## src/rtl/acmq_pkg.sv

```systemverilog
package acmq_pkg;
  typedef enum logic [2:0] {
    K_NOP  = 3'd0,
    K_XFER = 3'd1,
    K_LRS  = 3'd2,
    K_LLS  = 3'd3,
    K_ALS  = 3'd4
  } kind_e;

  typedef struct packed {
    logic clr_ac;
    logic or_mq;
    logic clr_mq;
    logic or_ac;
    logic cmp_mq;
  } xfer_t;

  typedef enum logic [1:0] {
    S_IDLE  = 2'd0,
    S_SHIFT = 2'd1,
    S_FIN   = 2'd2
  } state_e;
endpackage

```

## src/rtl/acmq_decode.sv

```systemverilog
module acmq_decode
  import acmq_pkg::*;
#(
  parameter int W     = 18,
  parameter int CNT_W = 6
) (
  input  logic [W-1:0]     instr_i,
  output logic             valid_o,
  output kind_e            kind_o,
  output logic             sgn_o,
  output logic [CNT_W-1:0] cnt_o,
  output xfer_t            xfer_o
);
  localparam int GRP_LO = W - 4;
  localparam int SGN_B  = W - 5;
  localparam int CMQ_B  = W - 6;
  localparam int RSV_B  = W - 7;
  localparam int OAC_B  = W - 8;
  localparam int CAC_B  = W - 9;

  logic [2:0] sel;
  assign sel = instr_i[8:6];

  assign valid_o = (instr_i[W-1:GRP_LO] == 4'b1101) && !instr_i[RSV_B];
  assign sgn_o   = instr_i[SGN_B];
  assign cnt_o   = instr_i[CNT_W-1:0];

  always_comb begin
    unique case (sel)
      3'd0:    kind_o = K_XFER;
      3'd5:    kind_o = K_LRS;
      3'd6:    kind_o = K_LLS;
      3'd7:    kind_o = K_ALS;
      default: kind_o = K_NOP;
    endcase
  end

  assign xfer_o.clr_ac = instr_i[CAC_B];
  assign xfer_o.or_mq  = instr_i[1];
  assign xfer_o.clr_mq = instr_i[CMQ_B];
  assign xfer_o.or_ac  = instr_i[OAC_B];
  assign xfer_o.cmp_mq = instr_i[2];
endmodule

```

## src/rtl/acmq_step.sv

```systemverilog
module acmq_step
  import acmq_pkg::*;
#(
  parameter int W = 18
) (
  input  kind_e        kind_i,
  input  logic         sgn_i,
  input  logic [W-1:0] ac_i,
  input  logic [W-1:0] mq_i,
  output logic [W-1:0] ac_o,
  output logic [W-1:0] mq_o
);
  logic fill;
  assign fill = sgn_i & ac_i[W-1];

  always_comb begin
    ac_o = ac_i;
    mq_o = mq_i;
    unique case (kind_i)
      K_LRS: begin
        ac_o = {fill, ac_i[W-1:1]};
        mq_o = {ac_i[0], mq_i[W-1:1]};
      end
      K_LLS: begin
        ac_o = sgn_i ? {ac_i[W-1], ac_i[W-3:0], mq_i[W-1]}
                     : {ac_i[W-2:0], mq_i[W-1]};
        mq_o = {mq_i[W-2:0], 1'b0};
      end
      K_ALS: begin
        ac_o = sgn_i ? {ac_i[W-1], ac_i[W-3:0], 1'b0}
                     : {ac_i[W-2:0], 1'b0};
      end
      default: ;
    endcase
  end
endmodule

```

## src/rtl/acmq_xfer.sv

```systemverilog
module acmq_xfer
  import acmq_pkg::*;
#(
  parameter int W = 18
) (
  input  xfer_t        op_i,
  input  logic [W-1:0] ac_i,
  input  logic [W-1:0] mq_i,
  output logic [W-1:0] ac_o,
  output logic [W-1:0] mq_o
);
  logic [W-1:0] mq_base;

  // clear precedes the OR-in of AC
  assign mq_base = (op_i.clr_mq ? '0 : mq_i) | (op_i.or_ac ? ac_i : '0);
  assign ac_o    = (op_i.clr_ac ? '0 : ac_i) | (op_i.or_mq ? mq_i : '0);
  assign mq_o    = op_i.cmp_mq ? ~mq_i : mq_base;
endmodule

```

## src/rtl/acmq_shift_unit.sv

```systemverilog
module acmq_shift_unit
  import acmq_pkg::*;
#(
  parameter int W     = 18,
  parameter int CNT_W = 6
) (
  input  logic         clk_i,
  input  logic         rst_ni,
  input  logic         start_i,
  input  logic [W-1:0] instr_i,
  input  logic         load_i,
  input  logic [W-1:0] ac_i,
  input  logic [W-1:0] mq_i,
  output logic [W-1:0] ac_o,
  output logic [W-1:0] mq_o,
  output logic         busy_o,
  output logic         done_o
);
  localparam logic [CNT_W-1:0] CNT_ONE = CNT_W'(1);

  state_e           st_q;
  logic [W-1:0]     ac_q, mq_q;
  logic [CNT_W-1:0] cnt_q;
  kind_e            kind_q;
  logic             sgn_q;

  logic             dec_valid, dec_sgn;
  kind_e            dec_kind;
  logic [CNT_W-1:0] dec_cnt;
  xfer_t            dec_xfer;
  logic [W-1:0]     x_ac, x_mq, s_ac, s_mq;
  logic             dec_shift;

  acmq_decode #(.W(W), .CNT_W(CNT_W)) u_dec (
    .instr_i (instr_i),
    .valid_o (dec_valid),
    .kind_o  (dec_kind),
    .sgn_o   (dec_sgn),
    .cnt_o   (dec_cnt),
    .xfer_o  (dec_xfer)
  );

  acmq_xfer #(.W(W)) u_xfer (
    .op_i (dec_xfer),
    .ac_i (ac_q),
    .mq_i (mq_q),
    .ac_o (x_ac),
    .mq_o (x_mq)
  );

  acmq_step #(.W(W)) u_step (
    .kind_i (kind_q),
    .sgn_i  (sgn_q),
    .ac_i   (ac_q),
    .mq_i   (mq_q),
    .ac_o   (s_ac),
    .mq_o   (s_mq)
  );

  assign dec_shift = (dec_kind == K_LRS) || (dec_kind == K_LLS) || (dec_kind == K_ALS);

  always_ff @(posedge clk_i or negedge rst_ni) begin
    if (!rst_ni) begin
      st_q   <= S_IDLE;
      ac_q   <= '0;
      mq_q   <= '0;
      cnt_q  <= '0;
      kind_q <= K_NOP;
      sgn_q  <= 1'b0;
    end else begin
      unique case (st_q)
        S_IDLE: begin
          if (start_i && dec_valid) begin
            kind_q <= dec_kind;
            sgn_q  <= dec_sgn;
            cnt_q  <= dec_cnt;
            if (dec_kind == K_XFER) begin
              ac_q <= x_ac;
              mq_q <= x_mq;
            end
            st_q <= (dec_shift && dec_cnt != '0) ? S_SHIFT : S_FIN;
          end else if (load_i && !start_i) begin
            ac_q <= ac_i;
            mq_q <= mq_i;
          end
        end
        S_SHIFT: begin
          ac_q  <= s_ac;
          mq_q  <= s_mq;
          cnt_q <= cnt_q - CNT_ONE;
          if (cnt_q == CNT_ONE) st_q <= S_FIN;
        end
        S_FIN:   st_q <= S_IDLE;
        default: st_q <= S_IDLE;
      endcase
    end
  end

  assign ac_o   = ac_q;
  assign mq_o   = mq_q;
  assign busy_o = (st_q != S_IDLE);
  assign done_o = (st_q == S_FIN);

  assert_done_single_R6: assert property (@(posedge clk_i) disable iff (!rst_ni)
    done_o |=> !done_o);

  assert_lrs_sign_held_R3: assert property (@(posedge clk_i) disable iff (!rst_ni)
    (st_q == S_SHIFT && kind_q == K_LRS && sgn_q) |=> ac_q[W-1] == $past(ac_q[W-1]));

  assert_als_mq_stable_R5: assert property (@(posedge clk_i) disable iff (!rst_ni)
    (st_q == S_SHIFT && kind_q == K_ALS) |=> $stable(mq_q));

  assert_busy_ignores_start_R8: assert property (@(posedge clk_i) disable iff (!rst_ni)
    (st_q == S_SHIFT && start_i) |=> $stable(kind_q) && $stable(sgn_q));

  assert_fin_hold_R8: assert property (@(posedge clk_i) disable iff (!rst_ni)
    (st_q == S_FIN) |=> $stable(ac_q) && $stable(mq_q));

  assert_idle_quiet_R10: assert property (@(posedge clk_i) disable iff (!rst_ni)
    (st_q == S_IDLE && !load_i && !(start_i && dec_valid)) |=> $stable(ac_q) && $stable(mq_q) && !busy_o);
endmodule

```

## config.mk

```make
export PLATFORM = sky130hd
export DESIGN_NAME = acmq_shift_unit
export DESIGN_NICKNAME = d
export VERILOG_FILES = /design/src/rtl/acmq_pkg.sv /design/src/rtl/acmq_decode.sv /design/src/rtl/acmq_step.sv /design/src/rtl/acmq_xfer.sv /design/src/rtl/acmq_shift_unit.sv
export SDC_FILE = /design/constraint.sdc
export NUM_CORES = 1
export LEC_CHECK = 0
export BUFFER_PORTS_ARGS = -buffer_cell sky130_fd_sc_hd__clkbuf_2
export CORE_ASPECT_RATIO = 1.5
export CORE_UTILIZATION = 45
export CTS_CLUSTER_SIZE = 24
export DETAILED_ROUTE_END_ITERATION = 8
export PLACE_DENSITY = 0.68
export SLEW_MARGIN = 20
export SYNTH_ARGS = -nofsm -noshare
export SYNTH_HDL_FRONTEND = slang
export SYNTH_SLANG_ARGS = --single-unit
export TNS_END_PERCENT = 30
```

## constraint.sdc

```tcl
create_clock -name clk_i -period 3.9 [get_ports clk_i]
set_input_delay 0.78 -clock clk_i [delete_from_list [all_inputs] [get_ports clk_i]]
set_output_delay 0.78 -clock clk_i [all_outputs]
set_load 0.01 [all_outputs]
```

# --- Word-level counts from Yosys, hierarchy flattened ---
# Index checks and enable logic that the tools add are counted.
# Widths: inputs -> output; s select.
op_classes:
  addsub: 1
  eq_ne: 22
  reduce_logical: 19
  bitwise_logic: 4
  muxes: 24
ops:
  columns: ["cell", "count"]
  rows:
  - ["$mux 18", 13]
  - ["$pmux 18 s2", 3]
  - ["$pmux 18 s3", 1]
  - ["$or 18x18->18", 2]
  - ["$not 18->18", 1]
  - ["$eq 3x3->1 const B", 5]
  - ["$eq 3x2->1 const B", 4]
  - ["$ne 3x3->1 const B", 4]
  - ["$pmux 3 s4", 1]
  - ["$pmux 6 s2", 1]
  - ["$reduce_and 4->1", 2]
  - ["$eq 6x1->1 const B", 1]
  - ["$mux 2", 3]
  - ["$mux 6", 1]
  - ["$reduce_and 2->1", 3]
  - ["$reduce_and 6->1", 1]
  - ["$reduce_bool 6->1", 1]
  - ["$sub 6x1->6 const B", 1]
  - ["$eq 4x4->1 const B", 1]
  - ["$logic_and 1x1->1", 4]
  - ["$ne 2x2->1 const B", 2]
  - ["$ne 4x1->1 const B", 1]
  - ["$pmux 2 s2", 1]
  - ["$reduce_bool 2->1", 2]
  - ["9 further kinds", 11]
word_totals:
  regBits: 48
  output_inout_bits: 38
  elab_cells: 77

# --- Longest topological paths before layout ---
logic_depth:
  ltp_word: 9
  ltp_mapped: 8
  ltp_nobuf: 5

# --- Hierarchy ---
# Synthesis repeated with hierarchy kept, for this count alone.
unflattened:
  hier_cells: 597
  area_unflattened_um2: 4873.4
modules_own_cells:
  columns: ["module", "cells_each", "n_inst", "area_each_um2", "seq_area_each_um2"]
  rows:
  - ["acmq_shift_unit", 272, 1, 2810.2, 1201.2]
  - ["acmq_step", 171, 1, 1221.2, 0.0]
  - ["acmq_xfer", 135, 1, 704.4, 0.0]
  - ["acmq_decode", 19, 1, 137.6, 0.0]

# --- Worst setup path before layout ---
# No wires, ideal clock.
synth_timing:
  path_type: "input port to flip-flop"
  start: "input instr_i[15]"
  end: "register mq_q[10] (netlist: mq_o[10])"
  setup_time_ns: 0.090
  cell_stages: 7
  n_path_buf: 3
  slack_ns: 1.660
  t_required_ns: 3.810
  t_arrival_ns: 2.150
  cell_sequence: "and4b_1 buf_4 a311oi_4 or3_1 buf_4 buf_12 o31ai_4"
synth_via:
  elab_chain_cells: 5
  elab_cells_between_ends: 8
  classes_between: "3 x eq/ne; 2 x mux; 3 x reduce/logical"
synth_lines:
  columns: ["element", "line_no", "source"]
  rows:
  - ["from (decl)", "acmq_shift_unit.sv:10", "input logic [W-1:0] instr_i,"]
  - ["$eq 4x4->1 *", "acmq_decode.sv:24", "assign valid_o = (instr_i[W-1:GRP_LO] == 4'b1101) && !instr_i[RSV_B];"]
  - ["$logic_and 1x1->1 *", "acmq_decode.sv:24", null]
  - ["$logic_and 1x1->1 *", "acmq_shift_unit.sv:73", "if (start_i && dec_valid) begin"]
  - ["$ne 3x3->1 (no source line) or $mux 18 (tied branches)", null, null]
  - ["$reduce_and 4->1 (no source line) or $pmux 18 s2 (tied branches)", null, null]
  - ["to (signal assigned)", "acmq_shift_unit.sv:79", "mq_q <= x_mq;"]
  - ["to (signal assigned)", "acmq_shift_unit.sv:84", "mq_q <= mq_i;"]
  - ["to (signal assigned)", "acmq_shift_unit.sv:89", "mq_q <= s_mq;"]
  - ["to (decl)", "acmq_shift_unit.sv:22", "logic [W-1:0] ac_q, mq_q;"]
# Every way passes the cells marked *; elsewhere a longest branch is shown, timed or not.
# A chain may end at the register's enable or synchronous reset.

# --- Worst setup path in the final report ---
layout_timing:
  start: "register kind_q[2]"
  end: "register ac_q[17] (netlist: ac_o[17])"
layout_via:
  elab_chain_cells: 3
  elab_cells_between_ends: 9
  classes_between: "6 x eq/ne; 2 x mux; 1 x reduce/logical"
layout_lines:
  columns: ["element", "line_no", "source"]
  rows:
  - ["from (decl)", "acmq_shift_unit.sv:24", "kind_e kind_q;"]
  - ["from (signal assigned)", "acmq_shift_unit.sv:74", "kind_q <= dec_kind;"]
  - ["$eq 3x3->1 or $eq 3x2->1 (tied branches)", "acmq_step.sv:19", "unique case (kind_i)"]
  - ["$pmux 18 s3 (tied with other cells)", "acmq_step.sv:19", null]
  - ["$pmux 18 s2 or $reduce_and 6->1 (tied branches)", null, null]
  - ["to (signal assigned)", "acmq_shift_unit.sv:83", "ac_q <= ac_i;"]
  - ["to (decl)", "acmq_shift_unit.sv:22", null]
# Parallel ways exist; a longest one is shown, timed or not.

==> metrics.txt <==
area of the multi-input gates 0.002679 sq mm; grt total ovfl 0; max_cap viols 0; worst hold path class input pin to asynchronous set/reset pin; adder and majority gate portion of the synthesized area less than 1%; number of synthesized register bits 48; Max VDD drop between 300 and 400 uV; worst reg2reg startpoint kind_q[2]; I/O pin total 96; initial core utilization a little under half; TritonCTS clock tree yes; PwrDens between 600 and 700 mW/mm^2; synthesis-to-finish area growth 13.28%; clk_skew between 0.003 and 0.004 ns; core area 0.009200 sq mm; DP Area roughly 0.0047 sq mm; DR iter-0 viols about 420; pins over their slew limit 0; Synth Area in Compound Gates roughly 44%; DRT Pass-1 Iters 5; post-route setup TNS 0 ns; Num CTS Buffers 5; CP required 4.02 ns; Synth Area in Simple Gates approximately an eighth; FILL cells between 800 and 900; syn nets around 550; global-route wire length before repair about 23 mm; Slew @ Worst Pin about 0.81 ns; Synth Area in XOR/XNOR less than 1%; Post-synth EDFFs 0; sequential cell area 0.001201 sq mm; met1 Resource Use GR between 30% and 40%; Die Wd 81.42 microns; layout net count around 610; Arr. time, crit path approximately 2.9 ns; postcts setup bufs 0; Tmin final 2.745 ns; CP endpoint kind flop; Reg clk slew, reported paths 0.06 ns; met3 Track Usage GR 4.135%; largest family of logic cells by synthesized area compound AO/OA/AOI/OAI gates; Hold Slack between 0.4 and 0.5 ns; die footprint slightly below 0.01 sq mm; Total GRT Usage between 30% and 40%; WS Path Type flop to flop; number of I/O port buffers 95; drt wl/cell roughly 22 microns; Syn Inst Count roughly 490; Slew HR between 40% and 50%; ANT nets after route 0; # diodes 0; synth unique cells 61; Placer Congestion between 0.9 and 1; post_cts resized 0; DP HPWL 10.03 mm; H-tree depth 2; critical-path maximum fanout 24; mux share of post-synthesis cell area 5.025%; grt met2 use about 49%; initial antenna violation count 0; Max Clk Rate roughly 360 MHz; outcome finished clean; Async SR Flop Fraction between 90% and 100%; ys flop type dfrtp_1; final WL 14.40 mm; Final Cycle Share a little over two thirds; detailed-route DRC error count 0; CTS Sinks 48; post-route insts no fill between 600 and 700; mapped cell area 0.004258 sq mm; RSZ-0062 raised after global routing false; Synth Area per Inst just under 9 sq um; Setup Viol. Count Final 0; clk buf depth 2; CTS Hold Bufs 0; Vias about 4600; fin area approximately 0.0048 sq mm; Final Hold Vio Count 0; crit path launch kind_q[2]; sequential area share after synthesis approximately 28%; placed instance count approximately 650; Leak roughly 0.0019 uW; gr busiest metal met2; CP startpoint kind flop; row count between 40 and 50; Die Y 121.1 microns; largest net degree at the start of global routing 44; post-DR vias/cell 7.081; vias in the first global route between 4000 and 5000; clock root buffer clkbuf_16; worst skew pair latency a little under 0.3 ns; layout cell share with drive strength beyond 1 ~28%; yosys synthesis warning count 0
==> stage by stage <==
| stage | utilization [%] | setup slack [ns] | power [uW] |
|---|---|---|---|
| floorplan | - | 1.660 | 2234 |
| global route | 52.43 | 1.058 | 3471 |
| finish | 52.43 | 1.155 | 3250 |
| detailed placement | 51.05 | 0.9668 | 2820 |
| CTS | 52.41 | 1.053 | 3229 |
| global placement | 51.05 | 1.034 | 2770 |
==> kinds of logic after synthesis <==
family,count (synthesis)
AO/OA/AOI/OAI,231
XOR/XNOR,3
adder cells (fa/ha/maj),2
buffers and inverters,88
flip-flops,48
multiplexers,19
AND/OR/NAND/NOR,101
==> placed cells by master, fill, tap and decap left out, types with 2 or more instances in the layout <==
cell type	netlist	final
o211ai_1	20	20
nor2b_1	4	4
o31ai_4	9	9
xor2_1	2	2
dfrtp_1	48	48
nand2_1	38	38
mux2_2	19	19
o2111ai_1	17	17
and2_1	2	2
o32ai_1	33	33
o22ai_1	17	17
a221oi_1	2	2
o221ai_1	2	2
nor2_1	10	10
clkbuf_16	0	5
a2bb2oi_1	2	2
inv_1	25	25
o31ai_1	27	27
nand3b_1	2	2
a221o_1	17	17
a41oi_1	2	2
o21ai_0	9	9
clkbuf_2	0	95
o2bb2ai_1	2	2
a21oi_1	22	22
a211oi_1	3	3
or3_1	17	16
buf_4	3	14
ha_1	2	2
nand3_1	7	7
nor3_1	4	4
nand2b_1	5	4
a31oi_1	34	34
==> layout make-up <==
type / instances / share of cell area, %
Clock buffer: 5 / 2.594
Sequential cell: 48 / 24.90
Inverter: 26 / 2.023
Multi-Input combinational cell: 356 / 55.54
Timing Repair Buffer: 109 / 12.04
Tap cell: 112 / 2.905
==> synthesized netlist by cell type (all sizes together), types with 17 or more instances <==
cell | count | share of area (%)
nand2 | 38 | 3.4
a221o | 17 | 4.0
o22ai | 17 | 2.5
buf | 23 | 3.2
mux2 | 19 | 5.0
o31ai | 37 | 9.6
inv | 25 | 2.2
o2111ai | 17 | 3.5
a21oi | 22 | 2.6
o211ai | 20 | 3.5
or3 | 17 | 2.5
o32ai | 33 | 6.8
a31oi | 34 | 5.0
clkbuf | 39 | 3.4
dfrtp | 48 | 28
==> worst paths after layout <==
path / end / slack [ns] / cells after the start
worst min register to register: sgn_q / 0.55 / 1
max in group asynchronous: ac_o[13] / 2.61 / 2
min in group clk_i: sgn_q / 0.55 / 1
worst min-delay path: mq_o[9] / 0.48 / 1
worst max-delay path: ac_o[17] / 1.16 / 4
worst max register to register: ac_o[17] / 1.16 / 4
==> state kept, by name, summed over array words and instances, names as in the netlist <==
register and flops:
sgn_q 1, mq_o 18, ac_o 18, cnt_q 6
kind_q 3, st_q 2
==> power breakdown <==
| part | internal [uW] | switching [uW] |
|---|---|---|
| combinational | 738 | 838 |
| sequential | 717 | 548 |
| clock | 227 | 182 |
==> layer usage <==
metal / vias to the layer above / wire (microns)
met3: 44 / 943
met5: - / 0
met2: 248 / 7302
met4: 0 / 594
li1: 2090 / -
met1: 2263 / 5558
==> critical path, stage by stage, from the launching register on <==
cell	delay [ns]
dfrtp_1	0.83
or3b_1	0.72
nand3_1	0.22
and3_1	0.60
a41oi_1	0.20
Power figures use the tool's default switching activity.
